### config.mk
export PLATFORM = sky130hd
export DESIGN_NAME = mlc_line_seq
export DESIGN_NICKNAME = d
export VERILOG_FILES = /design/src/rtl/mlc_seq_pkg.sv /design/src/rtl/mlc_seq_ctrl.sv /design/src/rtl/mlc_cell_array.sv /design/src/rtl/mlc_line_seq.sv
export SDC_FILE = /design/constraint.sdc
export NUM_CORES = 1
export LEC_CHECK = 0
export ABC_AREA = 1
export CAP_MARGIN = 20
export CELL_PAD_IN_SITES_DETAIL_PLACEMENT = 1
export CELL_PAD_IN_SITES_GLOBAL_PLACEMENT = 2
export CORE_MARGIN = 5
export CORE_UTILIZATION = 29
export DETAILED_ROUTE_END_ITERATION = 10
export GPL_ROUTABILITY_DRIVEN = 0
export PLACE_DENSITY_LB_ADDON = 0.1
export SLEW_MARGIN = 20
export SYNTH_ARGS = -nofsm -noshare
export SYNTH_HDL_FRONTEND = slang
export SYNTH_HIERARCHICAL = 1
export SYNTH_SLANG_ARGS = --single-unit
### constraint.sdc
create_clock -name clk -period 2.3 [get_ports clk]
set_input_delay 0.46 -clock clk [delete_from_list [all_inputs] [get_ports clk]]
set_output_delay 0.46 -clock clk [all_outputs]
set_load 0.005 [all_outputs]
### src/rtl/mlc_seq_pkg.sv
package mlc_seq_pkg;

    typedef enum logic [2:0] {
        ST_IDLE     = 3'd0,
        ST_SENSE_HI = 3'd1,
        ST_SENSE_LO = 3'd2,
        ST_PULSE_HI = 3'd3,
        ST_PULSE_LO = 3'd4
    } step_e;

    localparam logic [1:0] REF_NONE = 2'd0;
    localparam logic [1:0] REF_LOW  = 2'd1;
    localparam logic [1:0] REF_MID  = 2'd2;
    localparam logic [1:0] REF_HIGH = 2'd3;

    function automatic int unsigned max_of(input int unsigned a, input int unsigned b);
        return (a > b) ? a : b;
    endfunction

endpackage

### src/rtl/mlc_seq_ctrl.sv
module mlc_seq_ctrl
    import mlc_seq_pkg::*;
#(
    parameter int unsigned W               = 8,
    parameter int unsigned PW              = 2,
    parameter int unsigned T_SENSE_HI      = 3,
    parameter int unsigned T_SENSE_LO      = 2,
    parameter int unsigned T_SENSE_SLC     = 3,
    parameter int unsigned T_PULSE_HI      = 7,
    parameter int unsigned T_PULSE_RESTORE = 7,
    parameter int unsigned T_PULSE_LO      = 42,
    parameter int unsigned T_PULSE_SLC     = 19
) (
    input  logic            clk,
    input  logic            rst_n,
    input  logic            req_valid,
    input  logic            req_write,
    input  logic            req_hard,
    input  logic            req_single,
    input  logic [PW-1:0]   req_pair,
    input  logic [W-1:0]    req_wdata,
    input  logic [W-1:0]    sense_bits,
    output logic            busy,
    output logic            done,
    output logic [W-1:0]    rdata,
    output logic [2*W-1:0]  ref_sel,
    output logic            hpulse,
    output logic            spulse,
    output logic            fire,
    output logic [W-1:0]    smask,
    output logic [W-1:0]    hdata,
    output logic [W-1:0]    sdata,
    output logic [PW-1:0]   pair
);

    localparam int unsigned TMAX = max_of(
        max_of(max_of(T_SENSE_HI, T_SENSE_LO), max_of(T_SENSE_SLC, T_PULSE_HI)),
        max_of(max_of(T_PULSE_RESTORE, T_PULSE_LO), T_PULSE_SLC));
    localparam int unsigned CW = $clog2(TMAX + 1);

    typedef logic [CW-1:0] cnt_t;

    typedef struct packed {
        step_e          step;
        cnt_t           cnt;
        logic           wr;
        logic           hard;
        logic           single;
        logic [PW-1:0]  pair;
        logic [W-1:0]   wbuf;
        logic [W-1:0]   msb_buf;
        logic [W-1:0]   lsb_buf;
        logic [W-1:0]   rdata;
        logic           done;
    } seq_t;

    function automatic cnt_t len(input int unsigned t);
        return cnt_t'(t - 1);
    endfunction

    seq_t           q, d;
    logic           last;
    logic [W-1:0]   restore_mask;

    assign last         = (q.cnt == '0);
    assign restore_mask = q.lsb_buf ^ q.wbuf;

    always_comb begin
        d      = q;
        d.done = 1'b0;
        if (q.step != ST_IDLE && !last) begin
            d.cnt = q.cnt - cnt_t'(1);
        end
        unique case (q.step)
            ST_IDLE: begin
                if (req_valid) begin
                    d.wr     = req_write;
                    d.hard   = req_hard & ~req_single;
                    d.single = req_single;
                    d.pair   = req_pair;
                    d.wbuf   = req_wdata;
                    if (req_single) begin
                        d.step = req_write ? ST_PULSE_LO : ST_SENSE_LO;
                        d.cnt  = req_write ? len(T_PULSE_SLC) : len(T_SENSE_SLC);
                    end else if (req_write && !req_hard) begin
                        d.step = ST_PULSE_LO;
                        d.cnt  = len(T_PULSE_LO);
                    end else begin
                        d.step = ST_SENSE_HI;
                        d.cnt  = len(T_SENSE_HI);
                    end
                end
            end
            ST_SENSE_HI: begin
                if (last) begin
                    d.msb_buf = sense_bits;
                    if (!q.wr && q.hard) begin
                        d.step  = ST_IDLE;
                        d.done  = 1'b1;
                        d.rdata = sense_bits;
                    end else begin
                        d.step = ST_SENSE_LO;
                        d.cnt  = len(T_SENSE_LO);
                    end
                end
            end
            ST_SENSE_LO: begin
                if (last) begin
                    d.lsb_buf = sense_bits;
                    if (!q.wr) begin
                        d.step  = ST_IDLE;
                        d.done  = 1'b1;
                        d.rdata = sense_bits;
                    end else begin
                        d.step = ST_PULSE_HI;
                        d.cnt  = len(T_PULSE_HI);
                    end
                end
            end
            ST_PULSE_HI: begin
                if (last) begin
                    if (restore_mask != '0) begin
                        d.step = ST_PULSE_LO;
                        d.cnt  = len(T_PULSE_RESTORE);
                    end else begin
                        d.step = ST_IDLE;
                        d.done = 1'b1;
                    end
                end
            end
            ST_PULSE_LO: begin
                if (last) begin
                    d.step = ST_IDLE;
                    d.done = 1'b1;
                end
            end
            default: d.step = ST_IDLE;
        endcase
    end

    always_ff @(posedge clk) begin
        if (!rst_n) begin
            q <= '0;
        end else begin
            q <= d;
        end
    end

    always_comb begin
        for (int b = 0; b < W; b++) begin
            unique case (q.step)
                ST_SENSE_HI: ref_sel[2*b +: 2] = REF_MID;
                ST_SENSE_LO: ref_sel[2*b +: 2] = (q.single || !q.msb_buf[b]) ? REF_LOW : REF_HIGH;
                default:     ref_sel[2*b +: 2] = REF_NONE;
            endcase
        end
    end

    assign busy   = (q.step != ST_IDLE);
    assign done   = q.done;
    assign rdata  = q.rdata;
    assign fire   = busy && last;
    assign hpulse = (q.step == ST_PULSE_HI);
    assign spulse = (q.step == ST_PULSE_LO);
    assign hdata  = q.wbuf;
    assign smask  = q.hard ? restore_mask : '1;
    assign sdata  = q.hard ? q.lsb_buf : q.wbuf;
    assign pair   = q.pair;

endmodule

### src/rtl/mlc_cell_array.sv
module mlc_cell_array
    import mlc_seq_pkg::*;
#(
    parameter int unsigned W     = 8,
    parameter int unsigned PAIRS = 4,
    parameter int unsigned PW    = 2
) (
    input  logic            clk,
    input  logic            rst_n,
    input  logic [PW-1:0]   pair,
    input  logic [2*W-1:0]  ref_sel,
    input  logic            fire,
    input  logic            hpulse,
    input  logic            spulse,
    input  logic [W-1:0]    hdata,
    input  logic [W-1:0]    smask,
    input  logic [W-1:0]    sdata,
    output logic [W-1:0]    sense_bits
);

    logic [W-1:0] hi_q [PAIRS];
    logic [W-1:0] lo_q [PAIRS];
    logic [W-1:0] hi_d [PAIRS];
    logic [W-1:0] lo_d [PAIRS];

    // Resistance level per bit is {hard, soft}; a reference k reports level >= k.
    always_comb begin
        for (int b = 0; b < W; b++) begin
            sense_bits[b] = (ref_sel[2*b +: 2] != REF_NONE) &&
                            ({hi_q[pair][b], lo_q[pair][b]} >= ref_sel[2*b +: 2]);
        end
    end

    // A hard pulse also drags the soft layer to the same value.
    always_comb begin
        hi_d = hi_q;
        lo_d = lo_q;
        if (fire && hpulse) begin
            hi_d[pair] = hdata;
            lo_d[pair] = hdata;
        end
        if (fire && spulse) begin
            lo_d[pair] = (lo_q[pair] & ~smask) | (sdata & smask);
        end
    end

    always_ff @(posedge clk) begin
        if (!rst_n) begin
            for (int i = 0; i < PAIRS; i++) begin
                hi_q[i] <= '0;
                lo_q[i] <= '0;
            end
        end else begin
            hi_q <= hi_d;
            lo_q <= lo_d;
        end
    end

endmodule

### src/rtl/mlc_line_seq.sv
module mlc_line_seq #(
    parameter int unsigned W               = 8,
    parameter int unsigned PAIRS           = 4,
    parameter int unsigned T_SENSE_HI      = 3,
    parameter int unsigned T_SENSE_LO      = 2,
    parameter int unsigned T_SENSE_SLC     = 3,
    parameter int unsigned T_PULSE_HI      = 7,
    parameter int unsigned T_PULSE_RESTORE = 7,
    parameter int unsigned T_PULSE_LO      = 42,
    parameter int unsigned T_PULSE_SLC     = 19,
    localparam int unsigned PW             = (PAIRS > 1) ? $clog2(PAIRS) : 1
) (
    input  logic            clk,
    input  logic            rst_n,
    input  logic            req_valid,
    input  logic            req_write,
    input  logic            req_hard,
    input  logic            req_single,
    input  logic [PW-1:0]   req_pair,
    input  logic [W-1:0]    req_wdata,
    output logic            busy,
    output logic            done,
    output logic [W-1:0]    rdata,
    output logic [2*W-1:0]  step_ref,
    output logic            step_hpulse,
    output logic            step_spulse,
    output logic [W-1:0]    step_smask
);

    logic [W-1:0]  sense_bits;
    logic          fire;
    logic [W-1:0]  hdata;
    logic [W-1:0]  sdata;
    logic [PW-1:0] pair;

    mlc_seq_ctrl #(
        .W(W), .PW(PW),
        .T_SENSE_HI(T_SENSE_HI), .T_SENSE_LO(T_SENSE_LO), .T_SENSE_SLC(T_SENSE_SLC),
        .T_PULSE_HI(T_PULSE_HI), .T_PULSE_RESTORE(T_PULSE_RESTORE),
        .T_PULSE_LO(T_PULSE_LO), .T_PULSE_SLC(T_PULSE_SLC)
    ) u_ctrl (
        .clk(clk), .rst_n(rst_n),
        .req_valid(req_valid), .req_write(req_write), .req_hard(req_hard),
        .req_single(req_single), .req_pair(req_pair), .req_wdata(req_wdata),
        .sense_bits(sense_bits),
        .busy(busy), .done(done), .rdata(rdata),
        .ref_sel(step_ref), .hpulse(step_hpulse), .spulse(step_spulse),
        .fire(fire), .smask(step_smask), .hdata(hdata), .sdata(sdata), .pair(pair)
    );

    mlc_cell_array #(
        .W(W), .PAIRS(PAIRS), .PW(PW)
    ) u_array (
        .clk(clk), .rst_n(rst_n), .pair(pair), .ref_sel(step_ref),
        .fire(fire), .hpulse(step_hpulse), .spulse(step_spulse),
        .hdata(hdata), .smask(step_smask), .sdata(sdata),
        .sense_bits(sense_bits)
    );

endmodule

==> metrics.md, run 1 <==
| Metric | Value |
|---|---|
| Initial Utilization | `29.5%` |
| Slowest-stage cell, CP | `clkdlybuf4s50_1` |
| RSZ-0062 raised after global routing | `true` |
| DR vias | `6033` |
| Synthesized area | `6200 µm²` |
| Die height | `156 µm` |
| Clk_skew | `0.0111 ns` |
| Register Area | `2230 µm²` |
| Slew HR | `74.3%` |
| Chip width | `156 µm` |
| Fill count | `2698` |
| Cell count after placement | `1237` |
| Net count, final | `1011` |
| H-tree depth | `3` |
| Post-route ant nets | `0` |
| CP endpoint kind | `output port` |
| Top-count cell post-synth | `nand2_1` |
| ANT cells | `0` |
| Row Count | `53` |
| Vias in the first global route | `6204` |
| Largest family of logic cells by synthesized area | `simple AND/OR/NAND/NOR gates` |
| Proportion of synthesized area in mux cells | `0%` |
| Power consumption | `4890 µW` |
| Leak Pwr | `0.00350 µW` |
| Max FO, Critical Path | `17` |
| Outcome | `completed` |
| Final setup vio count | `0` |
| Syn avg cell area | `6.67 µm²` |
| CP Data Required Time | `1.84 ns` |
| Synth async-reset ratio | `0%` |
| Crit path largest cell delay | `0.51 ns` |
| Multi-input gate area | `3270 µm²` |
| Register area share after synthesis | `35.8%` |
| Global Route Usage Sum | `19.7%` |
| CTS Buf Count | `9` |
| Final wirelength | `23700 µm` |
| Core area | `21000 µm²` |
| Final Hold Violating Endpoints | `0` |
| Yosys reg bits | `111` |
| Worst-path clk slew | `0.08 ns` |
| Register-to-Register Path Depth | `11` |
| Clock tree buffer depth | `2` |
| Least-Margin Pin Slew | `0.385 ns` |
| CP Depth | `6` |
| Power per cell area | `666 nW/µm²` |
| Initial DRC Count | `233` |
| Fin util | `34.9%` |
| Layout cells sized above 1 | `11.4%` |
| Period utilization | `96.9%` |
| Worst vdd rail ir drop | `0.000321 V` |
| Finished Layout Cells | `1257` |
| Post-synth EDFFs | `0` |
| PortBufs | `51` |
| Hold Path Depth | `3` |
| Global route overflow | `0` |
| Syn-to-layout area delta | `18.5%` |
| CTS tree | `yes` |
| Synth area leaders | `dfxtp_1 36%, nand2_1 18%, a21oi_1 7.8%` |
| Worst min path class | `input port to flip-flop` |
| Complex-gate fraction of the synthesized area | `16.0%` |
| First-pass GRT wire length | `36500 µm` |
| Max-cap viol count | `0` |
| Critical Path Source Type | `flip-flop` |
| Distinct cell type count after synthesis | `39` |
| DR WL/cell | `18.9 µm` |
| Dpl hpwl | `18600 µm` |
| CTS Root Cell | `clkbuf_16` |
| Setup total negative slack | `0 ns` |
| Worst Path Arrival | `1.77 ns` |
| Fmax | `0.449 GHz` |
| Largest net degree at the start of global routing | `62` |
| Delay-heaviest family, CP | `buffers and inverters` |
| Clock Sinks | `111` |
| IO Count | `52` |
| Crit-path cells | `inv_2, nand2_2, nor2_4, buf_12, buf_12, clkdlybuf4s50_1` |
| Pre-Repair DR Iteration Count | `5` |
| Synth area leader | `dfxtp_1` |
| Simple-Gate Fraction of Synth Area | `32.7%` |
| XOR/XNOR share of the synthesized area | `0.283%` |
| Buffers & Inverters on Critical Path | `4` |
| Post-Syn Instances | `929` |
| Syn_nets | `962` |
| Worst-skew pair later-pin latency | `0.36 ns` |
| Adder-cell area share of the yosys netlist | `3.43%` |
| Synth top area share | `35.8%` |
| Via density | `4.80` |
| Remaining DRCs | `0` |
| Period minus WS final | `2.23 ns` |
| Die footprint | `24400 µm²` |
| Antenna violations before repair | `0` |
| WS Path Type | `flip-flop to output port` |
| Top_reg_cell synth | `dfxtp_1` |
| Number of warnings issued by yosys | `6` |
| List of most frequent post-synthesis cells | `301 x nand2_1, 111 x dfxtp_1, 96 x a21oi_1` |
| Most used cell, CP | `buf_12` |
| Slew Viols, Final | `0` |
## registers in the layout, summed over array words and instances (netlist names)
signal	count
u_array/hi_q	32
u_array/lo_q	32
u_ctrl/q	28
u_ctrl/hdata	8
u_ctrl/rdata	8
u_ctrl/pair	2
u_ctrl/done	1
## stage by stage
| step | area [µm²] | worst slack (ns) | hold slack [ns] |
|---|---|---|---|
| after detailed placement | 6980 | 0.0773 | 0.456 |
| after global routing | 7340 | -0.0439 | 0.463 |
| after CTS | 7270 | 0.00166 | 0.450 |
| after floorplan | 6200 | 0.0699 | 0.439 |
| after global placement | 6980 | 0.0872 | 0.450 |
| final | 7340 | 0.0715 | 0.459 |
## final cells by class
class / count / share of cell area [%]
multi-input cells: 667 / 44.5
clock inverters: 4 / 0.409
flip-flops and latches: 111 / 30.4
clock buffers: 11 / 3.17
inverters: 96 / 5.01
well taps: 275 / 4.69
repair buffers: 93 / 11.8
## worst register-to-register path, stage by stage, from the launching register on
cell and delay (ns):
dfxtp_1 0.33, buf_4 0.20, nand2_2 0.11, inv_2 0.11, a22oi_1 0.23, nand3_1 0.16
ha_1 0.31, a21boi_0 0.22, o22ai_1 0.10, inv_1 0.13, o21ai_0 0.11, a21oi_1 0.12
## metal layers
metal	vias to the layer above	track usage, %	part of all wire (%)
met5	-	0	0
met4	0	4.05	1.3
met3	18	3.16	2.8
met2	89	32.4	46
met1	2847	27.5	50
li1	3079	-	-
## worst paths after layout
kind / startpoint / slack, ns / endpoint
max: u_ctrl/q[46] / 0.07 / step_ref[8]
min: rst_n / 0.46 / u_ctrl/q[36]
max reg2reg: u_ctrl/pair[0] / 0.11 / u_ctrl/q[10]
min reg2reg: u_array/hi_q[7] / 0.47 / u_array/hi_q[7]
## cells by family after synthesis
logic type | after synthesis
AOI/OAI and AO/OA | 183
adders and majority gates | 17
buffers and inverters | 151
and+or+nand+nor | 465
DFF | 111
xor gates and xnor gates | 2
## where the power goes
part | internal [µW] | switching [µW] | total [µW]
Combinational | 459 | 809 | 1270
Sequential | 2010 | 82.2 | 2090
Clock | 740 | 791 | 1530
Total | 3210 | 1680 | 4890
## layout by cell type, fill, tap and decap left out, types with 2 or more instances in the layout
cell / synthesis / final
clkbuf_16: 0 / 9
nor2_8: 2 / 2
buf_12: 0 / 3
or2_2: 8 / 8
nor2_2: 3 / 4
nand2_2: 9 / 12
dlygate4sd2_1: 0 / 4
inv_2: 11 / 11
nand2_4: 3 / 3
o21ai_1: 8 / 8
ha_1: 17 / 17
nand4_1: 5 / 5
nand2_1: 301 / 298
nand3_1: 75 / 74
inv_6: 0 / 2
o21ai_0: 44 / 44
clkdlybuf4s50_1: 0 / 41
nor2_4: 3 / 3
inv_1: 82 / 82
o22ai_1: 8 / 8
dlymetal6s2s_1: 0 / 5
nor2_1: 44 / 43
a22oi_1: 11 / 10
a21oi_1: 96 / 96
and2_1: 8 / 8
a31oi_1: 4 / 4
buf_4: 28 / 38
a21boi_0: 8 / 8
dfxtp_1: 111 / 104
clkbuf_1: 10 / 2
dfxtp_2: 0 / 6
xor2_1: 2 / 2
## repair_timing
action / 4_1_cts / 5_1_grt
setup buffers: 1 / 4
pin swaps: 1 / 2
endpoints found under the setup margin: 22 / 38
hold buffers: 0 / 0
gates resized for setup: 13 / 14
hold endpoints to repair: 0 / 0
(Power assumes the default switching activity.)
==> inputs of run 2 (changes only) <==
CTS_CLUSTER_SIZE = 12   (was not set)
==> results of run 2 <==
No change in the layout: final DEF, timing and power equal those of run 1.
